$ cat src/rtl/cos_irq_pkg.sv
package cos_irq_pkg;
  localparam int unsigned GROUP_W     = 8;
  localparam int unsigned SYNC_STAGES = 2;

  // Replicate one enable bit across a group.
  function automatic logic [GROUP_W-1:0] grp_fill(input logic b);
    return {GROUP_W{b}};
  endfunction
endpackage

$ cat src/rtl/cos_sync.sv
module cos_sync #(
  parameter int unsigned W      = 32,
  parameter int unsigned STAGES = 2
) (
  input  logic         clk_i,
  input  logic         rst_ni,
  input  logic [W-1:0] d_i,
  output logic [W-1:0] q_o
);
  logic [W-1:0] stg_q [STAGES];

  always_ff @(posedge clk_i or negedge rst_ni) begin
    if (!rst_ni) begin
      for (int s = 0; s < STAGES; s++) stg_q[s] <= '0;
    end else begin
      stg_q[0] <= d_i;
      for (int s = 1; s < STAGES; s++) stg_q[s] <= stg_q[s-1];
    end
  end

  assign q_o = stg_q[STAGES-1];
endmodule

$ cat src/rtl/cos_edge_det.sv
module cos_edge_det #(
  parameter int unsigned W         = 32,
  parameter int unsigned PRIME_CYC = 3
) (
  input  logic         clk_i,
  input  logic         rst_ni,
  input  logic [W-1:0] d_i,
  output logic [W-1:0] rise_o,
  output logic [W-1:0] fall_o
);
  localparam int unsigned CNT_W = $clog2(PRIME_CYC + 1);

  logic [W-1:0]     prev_q;
  logic [CNT_W-1:0] prime_q;
  logic             armed;

  // Edges stay masked until prev_q holds a real sample, so the level
  // present at reset release is not seen as an edge.
  assign armed = (prime_q == CNT_W'(PRIME_CYC));

  always_ff @(posedge clk_i or negedge rst_ni) begin
    if (!rst_ni) begin
      prev_q  <= '0;
      prime_q <= '0;
    end else begin
      prev_q <= d_i;
      if (!armed) prime_q <= prime_q + 1'b1;
    end
  end

  assign rise_o = armed ? (d_i & ~prev_q) : '0;
  assign fall_o = armed ? (~d_i & prev_q) : '0;
endmodule

$ cat src/rtl/cos_status.sv
module cos_status
  import cos_irq_pkg::*;
#(
  parameter int unsigned N_GROUPS = 4,
  localparam int unsigned N_BITS  = N_GROUPS * GROUP_W
) (
  input  logic                  clk_i,
  input  logic                  rst_ni,
  input  logic                  soft_rst_i,
  input  logic [N_BITS-1:0]     rise_i,
  input  logic [N_BITS-1:0]     fall_i,
  input  logic [2*N_GROUPS-1:0] en_i,
  input  logic                  clr_wr_i,
  input  logic [N_GROUPS-1:0]   clr_be_i,
  input  logic [N_BITS-1:0]     clr_data_i,
  output logic [N_BITS-1:0]     status_o
);
  logic [N_BITS-1:0] set_v, clr_v, status_q;

  for (genvar g = 0; g < N_GROUPS; g++) begin : g_grp
    localparam int unsigned LO = g * GROUP_W;
    assign set_v[LO +: GROUP_W] = (rise_i[LO +: GROUP_W] & grp_fill(en_i[g]))
                                | (fall_i[LO +: GROUP_W] & grp_fill(en_i[N_GROUPS+g]));
    assign clr_v[LO +: GROUP_W] = clr_data_i[LO +: GROUP_W]
                                & grp_fill(clr_wr_i & clr_be_i[g]);
  end

  // Set is applied after clear so a same-cycle event survives.
  always_ff @(posedge clk_i or negedge rst_ni) begin
    if (!rst_ni)         status_q <= '0;
    else if (soft_rst_i) status_q <= '0;
    else                 status_q <= (status_q & ~clr_v) | set_v;
  end

  assign status_o = status_q;
endmodule

$ cat src/rtl/cos_irq_ctrl.sv
module cos_irq_ctrl
  import cos_irq_pkg::*;
#(
  parameter int unsigned N_GROUPS = 4,
  localparam int unsigned N_BITS  = N_GROUPS * GROUP_W,
  localparam int unsigned EN_W    = 2 * N_GROUPS
) (
  input  logic                clk_i,
  input  logic                rst_ni,
  input  logic                soft_rst_i,
  input  logic [N_BITS-1:0]   din_i,
  input  logic                en_wr_i,
  input  logic [EN_W-1:0]     en_wdata_i,
  output logic [EN_W-1:0]     en_o,
  input  logic                clr_wr_i,
  input  logic [N_GROUPS-1:0] clr_be_i,
  input  logic [N_BITS-1:0]   clr_data_i,
  output logic [N_BITS-1:0]   status_o,
  output logic                irq_o,
  output logic                irq_stat_o
);
  logic [N_BITS-1:0] din_s, rise, fall, status;
  logic [EN_W-1:0]   en_q;
  logic              irq_q;

  cos_sync #(.W(N_BITS), .STAGES(SYNC_STAGES)) u_sync (
    .clk_i (clk_i),
    .rst_ni(rst_ni),
    .d_i   (din_i),
    .q_o   (din_s)
  );

  cos_edge_det #(.W(N_BITS), .PRIME_CYC(SYNC_STAGES + 1)) u_edge (
    .clk_i (clk_i),
    .rst_ni(rst_ni),
    .d_i   (din_s),
    .rise_o(rise),
    .fall_o(fall)
  );

  cos_status #(.N_GROUPS(N_GROUPS)) u_status (
    .clk_i     (clk_i),
    .rst_ni    (rst_ni),
    .soft_rst_i(soft_rst_i),
    .rise_i    (rise),
    .fall_i    (fall),
    .en_i      (en_q),
    .clr_wr_i  (clr_wr_i),
    .clr_be_i  (clr_be_i),
    .clr_data_i(clr_data_i),
    .status_o  (status)
  );

  always_ff @(posedge clk_i or negedge rst_ni) begin
    if (!rst_ni)      en_q <= '0;
    else if (en_wr_i) en_q <= en_wdata_i;
  end

  always_ff @(posedge clk_i or negedge rst_ni) begin
    if (!rst_ni) irq_q <= 1'b0;
    else         irq_q <= |status;
  end

  assign en_o       = en_q;
  assign status_o   = status;
  assign irq_o      = irq_q;
  assign irq_stat_o = irq_q;
endmodule

$ cat config.mk
export PLATFORM = sky130hd
export DESIGN_NAME = cos_irq_ctrl
export DESIGN_NICKNAME = d
export VERILOG_FILES = /design/src/rtl/cos_irq_pkg.sv /design/src/rtl/cos_sync.sv /design/src/rtl/cos_edge_det.sv /design/src/rtl/cos_status.sv /design/src/rtl/cos_irq_ctrl.sv
export SDC_FILE = /design/constraint.sdc
export NUM_CORES = 1
export LEC_CHECK = 0
export BUFFER_PORTS_ARGS = -buffer_cell sky130_fd_sc_hd__buf_2
export CAP_MARGIN = 20
export CORE_MARGIN = 1.5
export CORE_UTILIZATION = 27
export DETAILED_ROUTE_END_ITERATION = 10
export PLACE_DENSITY_LB_ADDON = 0.2
export SLEW_MARGIN = 0
export SYNTH_ARGS = -nofsm -noshare
export SYNTH_HDL_FRONTEND = slang
export SYNTH_HIERARCHICAL = 1
export SYNTH_SLANG_ARGS = --single-unit
$ cat constraint.sdc
create_clock -name clk_i -period 2.8 [get_ports clk_i]
set_input_delay 0.56 -clock clk_i [delete_from_list [all_inputs] [get_ports clk_i]]
set_output_delay 0.56 -clock clk_i [all_outputs]
set_load 0.01 [all_outputs]
### Yosys cells after proc, flatten, opt, wreduce, memory -nomap -nowiden

Cells that the tools add are included.

* logic and storage cells: 40
* bits of input ports: 81
* register bits after elaboration: 139

* add/sub/neg operators: 1
* reductions and logical operators: 1
* equality and inequality tests: 1
* bitwise logic cells: 27
* mux-type cells: 3

Operators by type and width (number)
* $and A32 B32 Y32: 3
* $and A8 B8 Y8: 12
* $mux W32: 3
* $not A32 Y32: 3
* $or A32 B32 Y32: 1
* $or A8 B8 Y8: 4
* $reduce_or A32 Y1: 1
* $and A1 B1 Y1: 4
* $add A2 B1 Y2 const B: 1
* $eq A2 B2 Y1 const B: 1

### Longest topological paths before layout

Gate-level depths: netlist of the first run.

* word-level depth: 7
* depth in mapped cells: 6
* mapped depth without buffers: 4

### Modules after synthesis

The synthesis of the first run kept the hierarchy.

Modules (own cells, without submodules)
* cos_status: area an instance 2008.2 um^2, cells an instance 178, times used 1
* cos_sync: area an instance 1841.8 um^2, cells an instance 96, times used 1
* cos_edge_det: area an instance 1562.7 um^2, cells an instance 109, times used 1
* cos_irq_ctrl: area an instance 402.9 um^2, cells an instance 30, times used 1

### Least setup slack after synthesis of the first run

Ideal clock, no wire load.

* kind: register to register
* from: register u_edge.prime_q[0]
* to: register u_status.status_q[10], in the netlist u_status/status_o[10]
* data arrival time: 1303 ps
* clock period less this slack: 1428 ps
* required time: 2675 ps
* path slack: 1372 ps
* stages on the path, launching flop included: 7
* buffers on the path: 2
* path through: dfrtp_1 ha_1 buf_6 buf_8 and3b_1 a22oi_1 o22ai_2

* cells in the longest elaborated chain, start to end: 6
* elaborated cells between the ends (all ways): 8

RTL lines
* start, declared: line cos_edge_det.sv:14 `logic [CNT_W-1:0] prime_q;`
* start signal, assigned: line cos_edge_det.sv:27 `if (!armed) prime_q <= prime_q + 1'b1;`
* $eq A2 B2 Y1: line cos_edge_det.sv:19 `assign armed = (prime_q == CNT_W'(PRIME_CYC));`
* $mux W32: line cos_edge_det.sv:31 `assign rise_o = armed ? (d_i & ~prev_q) : '0;`
* named net rise[10]: line cos_irq_ctrl.sv:22 `logic [N_BITS-1:0] din_s, rise, fall, status;`
* $and A8 B8 Y8: line cos_status.sv:22 `assign set_v[LO +: GROUP_W] = (rise_i[LO +: GROUP_W] & grp_fill(en_i[g]))`
* $or A8 B8 Y8: line cos_status.sv:23 `| (fall_i[LO +: GROUP_W] & grp_fill(en_i[N_GROUPS+g]));`
* $or A32 B32 Y32: line cos_status.sv:32 `else status_q <= (status_q & ~clr_v) | set_v;`
* $mux W32: line cos_status.sv:31 `else if (soft_rst_i) status_q <= '0;`
* end signal, assigned: line cos_status.sv:32
* end, declared: line cos_status.sv:18 `logic [N_BITS-1:0] set_v, clr_v, status_q;`

The timed path passes the listed nets, and every way through them passes these cells.
A chain may end at the register's enable or synchronous reset.

### Worst setup path in the final report of the first run

* from: register u_status.status_q[18], in the netlist u_status/status_o[18]
* to: register irq_q, in the netlist irq_o

* cells in the longest elaborated chain, start to end: 1

RTL lines
* $reduce_or A32 Y1: line cos_irq_ctrl.sv:61 `else irq_q <= |status;`
* end signal, assigned: line cos_irq_ctrl.sv:61
* end, declared: line cos_irq_ctrl.sv:24 `logic irq_q;`

No other way between the ends.

==> results of run 1 <==
per-layer routing:
metal,vias up,part of all wire [%]
met2,91,49
met4,0,1.1
li1,1649,-
met1,1819,45
met3,10,5.4
met5,-,0
cell type report:
cell class | instances | area [um2]
clock inverters | 12 | 160
repair buffers | 128 | 687
clock buffers | 20 | 447
well taps | 275 | 344
fillers | 2096 | 14100
flip-flops and latches | 139 | 3480
multi-input cells | 215 | 1840
cells in the mapped netlist, types with 6 or more instances:
cell | instances | share of area, %
dfrtp_1 | 139 | 60
buf_4 | 33 | 4.3
buf_2 | 6 | 0.52
and3b_1 | 60 | 9.0
o22ai_2 | 30 | 6.5
a22oi_1 | 32 | 4.1
nand2b_1 | 20 | 2.2
nand2b_2 | 12 | 1.8
and3_1 | 32 | 3.4
mux2_2 | 9 | 1.7
nor4_1 | 7 | 0.75
buf_8 | 6 | 1.5
flip-flops by register name, summed over array words and instances, names as in the netlist:
name,cells
irq_o,1
u_status/status_o,32
u_edge/prime_q,2
en_o,8
u_sync/q_o,32
u_sync/stg_q,32
u_edge/prev_q,32
how the worst min path moves through the flow:
stage and to:
3_5_place_dp u_sync/q_o[18]$_DFF_PN0_, 6_report u_edge/prev_q[1]$_DFF_PN0_, 3_3_place_gp u_sync/q_o[18]$_DFF_PN0_, 5_1_grt u_edge/prev_q[5]$_DFF_PN0_, 2_1_floorplan en_o[0]$_DFFE_PN0P_, 4_1_cts u_sync/q_o[2]$_DFF_PN0_
through the flow:
stage	setup slack [ps]	hold slack [ps]	util, %
3_5_place_dp	1090	336	30.1
3_3_place_gp	1100	334	30.1
4_1_cts	985	93.6	33.0
6_report	977	76.7	33.0
5_1_grt	930	106	33.0
2_1_floorplan	1370	264	-
power by group through the flow:
stage / sequential, W / combinational, W / clock [W]
final: 0.00225 / 0.000454 / 0.00231
after global routing: 0.00228 / 0.000500 / 0.00248
after CTS: 0.00226 / 0.000463 / 0.00238
after detailed placement: 0.00230 / 0.000461 / 0
after global placement: 0.00229 / 0.000459 / 0
after floorplan: 0.00226 / 0.000281 / 0
logic make-up after synthesis:
group | Yosys count | synth area share (%)
flip-flops | 139 | 59.8
multiplexers | 9 | 1.74
buffers and inverters | 59 | 8.65
AND/OR/NAND/NOR | 139 | 18.4
AO/OA/AOI/OAI | 64 | 10.8
XOR/XNOR | 1 | 0.151
adder cells (fa/ha/maj) | 2 | 0.430
==> summary.txt, run 1 <==
Outcome
  – Status: complete, no violations

Power
  – Internal: 0.00379 W
  – Comb power frac: 9.0%
  – Sequential share of power: 44.9%
  – LEAKAGE: 3.40 nW
  – Net Sw Frac: 24.5%
  – PD cells: 722 nW/um2
  – Sw power: 0.00123 W
  – Overall power: 0.00502 W
  – Clock share of power: 46.1%
  – VDD IR max: 0.367 mV

Clocking
  – # Post-CTS Setup Buffers: 0
  – Cts bufs inserted: 17
  – Hold_buf cts: 0
  – CTS Sinks: 139
  – CTS Root Buffer Type: clkbuf_16
  – H-tree depth: 4
  – Post-cts sizing count: 0
  – CTS tree: yes
  – Clk buf depth: 2
  – Reg clk slew, reported paths: 60 ps
  – Clock latency on the worst-skew pair: 420 ps

Worst setup path
  – Crit path cell chain: nor4_1, nand4_1, or2_1
  – CP max-delay cell: nor4_1
  – End point of the critical path: irq_o$_DFF_PN0_
  – Reg2Reg Depth: 3
  – CP peak stage delay: 810 ps
  – Crit start category: register
  – Crit end category: register
  – FF-to-FF setup slack: 980 ps
  – WP buf/inv: 0
  – WP data required: 3100 ps
  – CP delay by family, top: simple AND/OR/NAND/NOR gates
  – WP depth: 3
  – CP max FO: 3
  – Worst r2r src: u_status/status_o[18]$_DFF_PN0_
  – Arrival time of the worst setup path: 2130 ps
  – Crit path kind: register to register
  – Worst reg2reg path endpoint: irq_o$_DFF_PN0_
  – Worst setup path start: u_status/status_o[18]$_DFF_PN0_

Logic synthesis
  – Post-Syn Area: 5820 um2
  – Yosys warning count: 6
  – Post-Synthesis Cells: 413
  – Async SR Flop Fraction: 100%
  – Prevailing post-synth register cell: dfrtp_1
  – Syn_area_per_cell: 14.1 um2
  – Sequential area share after synthesis: 59.8%
  – Number of synthesized register bits: 139
  – Number of flops mapped to enable cells by yosys: 0
  – Unique masters post-synth: 24
  – Synthesized net count: 496

Timing
  – RSZ-0062 raised after global routing: no
  – Fmax: 549 MHz
  – Final min period: 1820 ps
  – Final Max Slew Viols: 0
  – Setup Skew: 10.7 ps
  – Final period utilization: 65.1%
  – Final setup viols: 0
  – Relative slew slack: 37.8%
  – Final Hold Viols: 0
  – Slew @ Worst Pin: 924 ps
  – TNS Setup: 0 ps

Die
  – Ports: 123
  – Initial Util: 27.6%
  – Die width: 150 um
  – DIE HEIGHT: 150 um
  – Core area: 21100 um2
  – Rows: 53
  – Die area: 22400 um2

Route
  – DR WL/cell: 17.0 um
  – Post-DRT Antenna Nets: 0
  – Drt first-iter violations: 117
  – Residual DRC count: 0
  – Vias: 3569
  – First-pass DRT Iterations: 4
  – DR vias/cell: 4.52
  – DRT Wirelength: 13.4 mm

Global route
  – Pin count of the biggest net entering global routing: 65
  – Total track usage: 12.7%
  – GRT Residual Overflow: 0
  – Vias in the first global route: 3823
  – Met1 usage: 16.6%
  – Initial antenna violation count: 0
  – First-pass GRT wire length: 21.2 mm
  – GRT busiest layer: met2
  – GR met3 Demand/Resource: 3.69%
  – Met2 Track Usage GR: 20.0%

Placement
  – Post-DP HPWL: 9.24 mm
  – Post-Place Cell Area: 6350 um2
  – GP Congestion: 0.732
  – Port bufs: 122
  – Placed Cells: 757

Min path
  – Hold WC Path Type: primary input to async pin

Final layout
  – Share of cells above drive strength 1: 41.8%
  – Commonest non-fill, non-tap cell in the layout: dfrtp_1
  – Most frequent cells in the layout: dfrtp_1 (139), buf_2 (121), and3b_1 (60)
  – Antenna Cells: 0
  – Layout Nets: 584
  – Area Growth Syn to Fin: 19.6%
  – Cell Count, Final, Fillers Out: 789
  – Final instance area: 6950 um2

Run
  – Maximum capacitance violations: 0
No activity file was read; power rests on OpenSTA's default activity.
==> inputs of run 2 (changes only) <==
==> constraint.sdc (replaced) <==
create_clock -name clk_i -period 1.73 [get_ports clk_i]
set_input_delay 0.346 -clock clk_i [delete_from_list [all_inputs] [get_ports clk_i]]
set_output_delay 0.346 -clock clk_i [all_outputs]
set_load 0.01 [all_outputs]
==> summary.txt, run 2 (synthesis gave the netlist of run 1 again) <==
Outcome
  – Status: complete, no violations

Placement
  – GP Congestion: 0.764
  – Post-place setup slack: 160 ps
  – Post-Place Cell Area: 6420 um2
  – Port bufs: 122
  – Post-DP HPWL: 9.12 mm

Final layout
  – Final instance area: 6980 um2
  – Area Growth Syn to Fin: 20.1%
  – Most frequent cells in the layout: dfrtp_1 (139), buf_2 (121), and3b_1 (60)
  – Antenna Cells: 0
  – Fill count: 2119
  – Layout Nets: 590
  – Reg area: 3480 um2
  – Multi-input gate area: 1840 um2
  – Commonest non-fill, non-tap cell in the layout: dfrtp_1
  – Share of cells above drive strength 1: 42.2%

Worst setup path
  – Crit path cell chain: ha_2, buf_12, and3b_1, a22oi_1, o22ai_2
  – CP max-delay cell: dfrtp_1
  – Arrival time of the worst setup path: 1870 ps
  – Reg2Reg Depth: 5
  – CP max FO: 48
  – CP peak stage delay: 410 ps
  – Crit path kind: register to register
  – WP buf/inv: 1
  – Worst r2r src: u_edge/prime_q[0]$_DFFE_PN0P_
  – FF-to-FF setup slack: 140 ps
  – Crit end category: register
  – Crit start category: register
  – Worst reg2reg path endpoint: u_status/status_o[21]$_DFF_PN0_
  – CP delay by family, top: flip-flops
  – WP data required: 2020 ps
  – Worst setup path start: u_edge/prime_q[0]$_DFFE_PN0P_

Timing
  – Relative slew slack: 63.9%
  – Worst setup margin: 144 ps
  – Setup Skew: 8.60 ps
  – TNS Setup: 0 ps
  – Fmax: 631 MHz
  – Final period utilization: 91.7%
  – Final setup viols: 0
  – Final min period: 1590 ps
  – Slew @ Worst Pin: 537 ps
  – RSZ-0062 raised after global routing: no
  – Final Hold Viols: 0
  – Final Max Slew Viols: 0

Power
  – VDD IR max: 0.645 mV
  – Sequential share of power: 46.8%
  – Internal: 0.00583 W
  – PD cells: 1120 nW/um2
  – Sw power: 0.00196 W
  – Comb power frac: 9.8%
  – Net Sw Frac: 25.1%
  – LEAKAGE: 3.41 nW
  – Clock share of power: 43.4%

Route
  – Residual DRC count: 0
  – Post-DRT Antenna Nets: 0
  – First-pass DRT Iterations: 4
  – DR vias/cell: 4.39
  – DRT Wirelength: 13.0 mm
  – Drt first-iter violations: 140
  – Vias: 3486
  – DR WL/cell: 16.4 um

Min path
  – Hold Startpoint: din_i[14]
  – End of the worst hold path: u_sync/stg_q[46]$_DFF_PN0_
  – Hold path depth: 1
  – Hold WC Path Type: primary input to register

Clocking
  – Clk buf depth: 2
  – Cts bufs inserted: 17
  – CTS Sinks: 139
  – CTS tree: yes
  – Clock latency on the worst-skew pair: 420 ps
  – H-tree depth: 4
  – Reg clk slew, reported paths: 60 ps
  – # Post-CTS Setup Buffers: 0
  – CTS Root Buffer Type: clkbuf_16
  – Post-cts sizing count: 0

Run
  – Maximum capacitance violations: 0

Die
  – Initial Util: 27.6%
  – DIE HEIGHT: 150 um
  – Core area: 21100 um2
  – Die width: 150 um
  – Ports: 123
  – Die area: 22400 um2
  – Rows: 53

Global route
  – Pin count of the biggest net entering global routing: 65
  – Vias in the first global route: 3742
  – GRT Residual Overflow: 0
  – Initial antenna violation count: 0
  – First-pass GRT wire length: 20.6 mm
  – Total track usage: 12.5%
[run 2: metal layers]
layer  track usage (%)  vias to the layer above  part of all wire (%)
met3              3.17                       16                   4.6
met4              5.29                        0                   1.6
met2              19.6                       89                    48
li1                  -                     1654                     -
met5                 0                        -                     0
met1              16.3                     1727                    46
[run 2: power by group through the flow]
stage	Sequential [W]	Clock [W]	Combinational (W)
finish	0.00365	0.00338	0.000763
global route	0.00368	0.00367	0.000846
CTS	0.00365	0.00351	0.000784
detailed placement	0.00371	0	0.000780
global placement	0.00371	0	0.000772
floorplan	0.00366	0	0.000454
[run 2: layout make-up]
cell class / instances / area share (%)
flip-flops and latches: 139 / 49.8
multi-input cells: 215 / 26.3
clock inverters: 12 / 1.68
repair buffers: 134 / 11.1
clock buffers: 19 / 6.20
well taps: 275 / 4.93
[run 2: stage by stage]
step                      hold WS [ps]  utilization (%)  total power (W)  cells
final                             27.8             33.1          0.00779    794
after global routing             0.520             33.1          0.00819    794
after CTS                         1.70             33.1          0.00795    794
after detailed placement           293             30.4          0.00449    762
after global placement             294             30.4          0.00448    762
after floorplan                   50.4                -          0.00411    413
[run 2: how the worst max path moves through the flow]
stage | to | slack (ps) | cells past startpoint
3_3_place_gp | irq_o$_DFF_PN0_ | 130 | 4
4_1_cts | en_o[5] | 130 | 1
2_1_floorplan | u_status/status_o[10]$_DFF_PN0_ | 300 | 6
5_1_grt | u_status/status_o[9]$_DFF_PN0_ | 30 | 5
6_report | u_status/status_o[21]$_DFF_PN0_ | 140 | 5
3_5_place_dp | u_status/status_o[6]$_DFF_PN0_ | 160 | 5
[run 2: what timing repair did]
| item | 4_1_cts | 5_1_grt |
|---|---|---|
| hold endpoints to repair | 33 | 0 |
| setup endpoints to repair | 0 | 0 |
| hold buffers | 1 | 0 |
[run 2: worst register-to-register path, stage by stage (launching register included)]
cell and delay, ps:
dfrtp_1 410, ha_2 300, buf_12 200, and3b_1 240, a22oi_1 220, o22ai_2 100
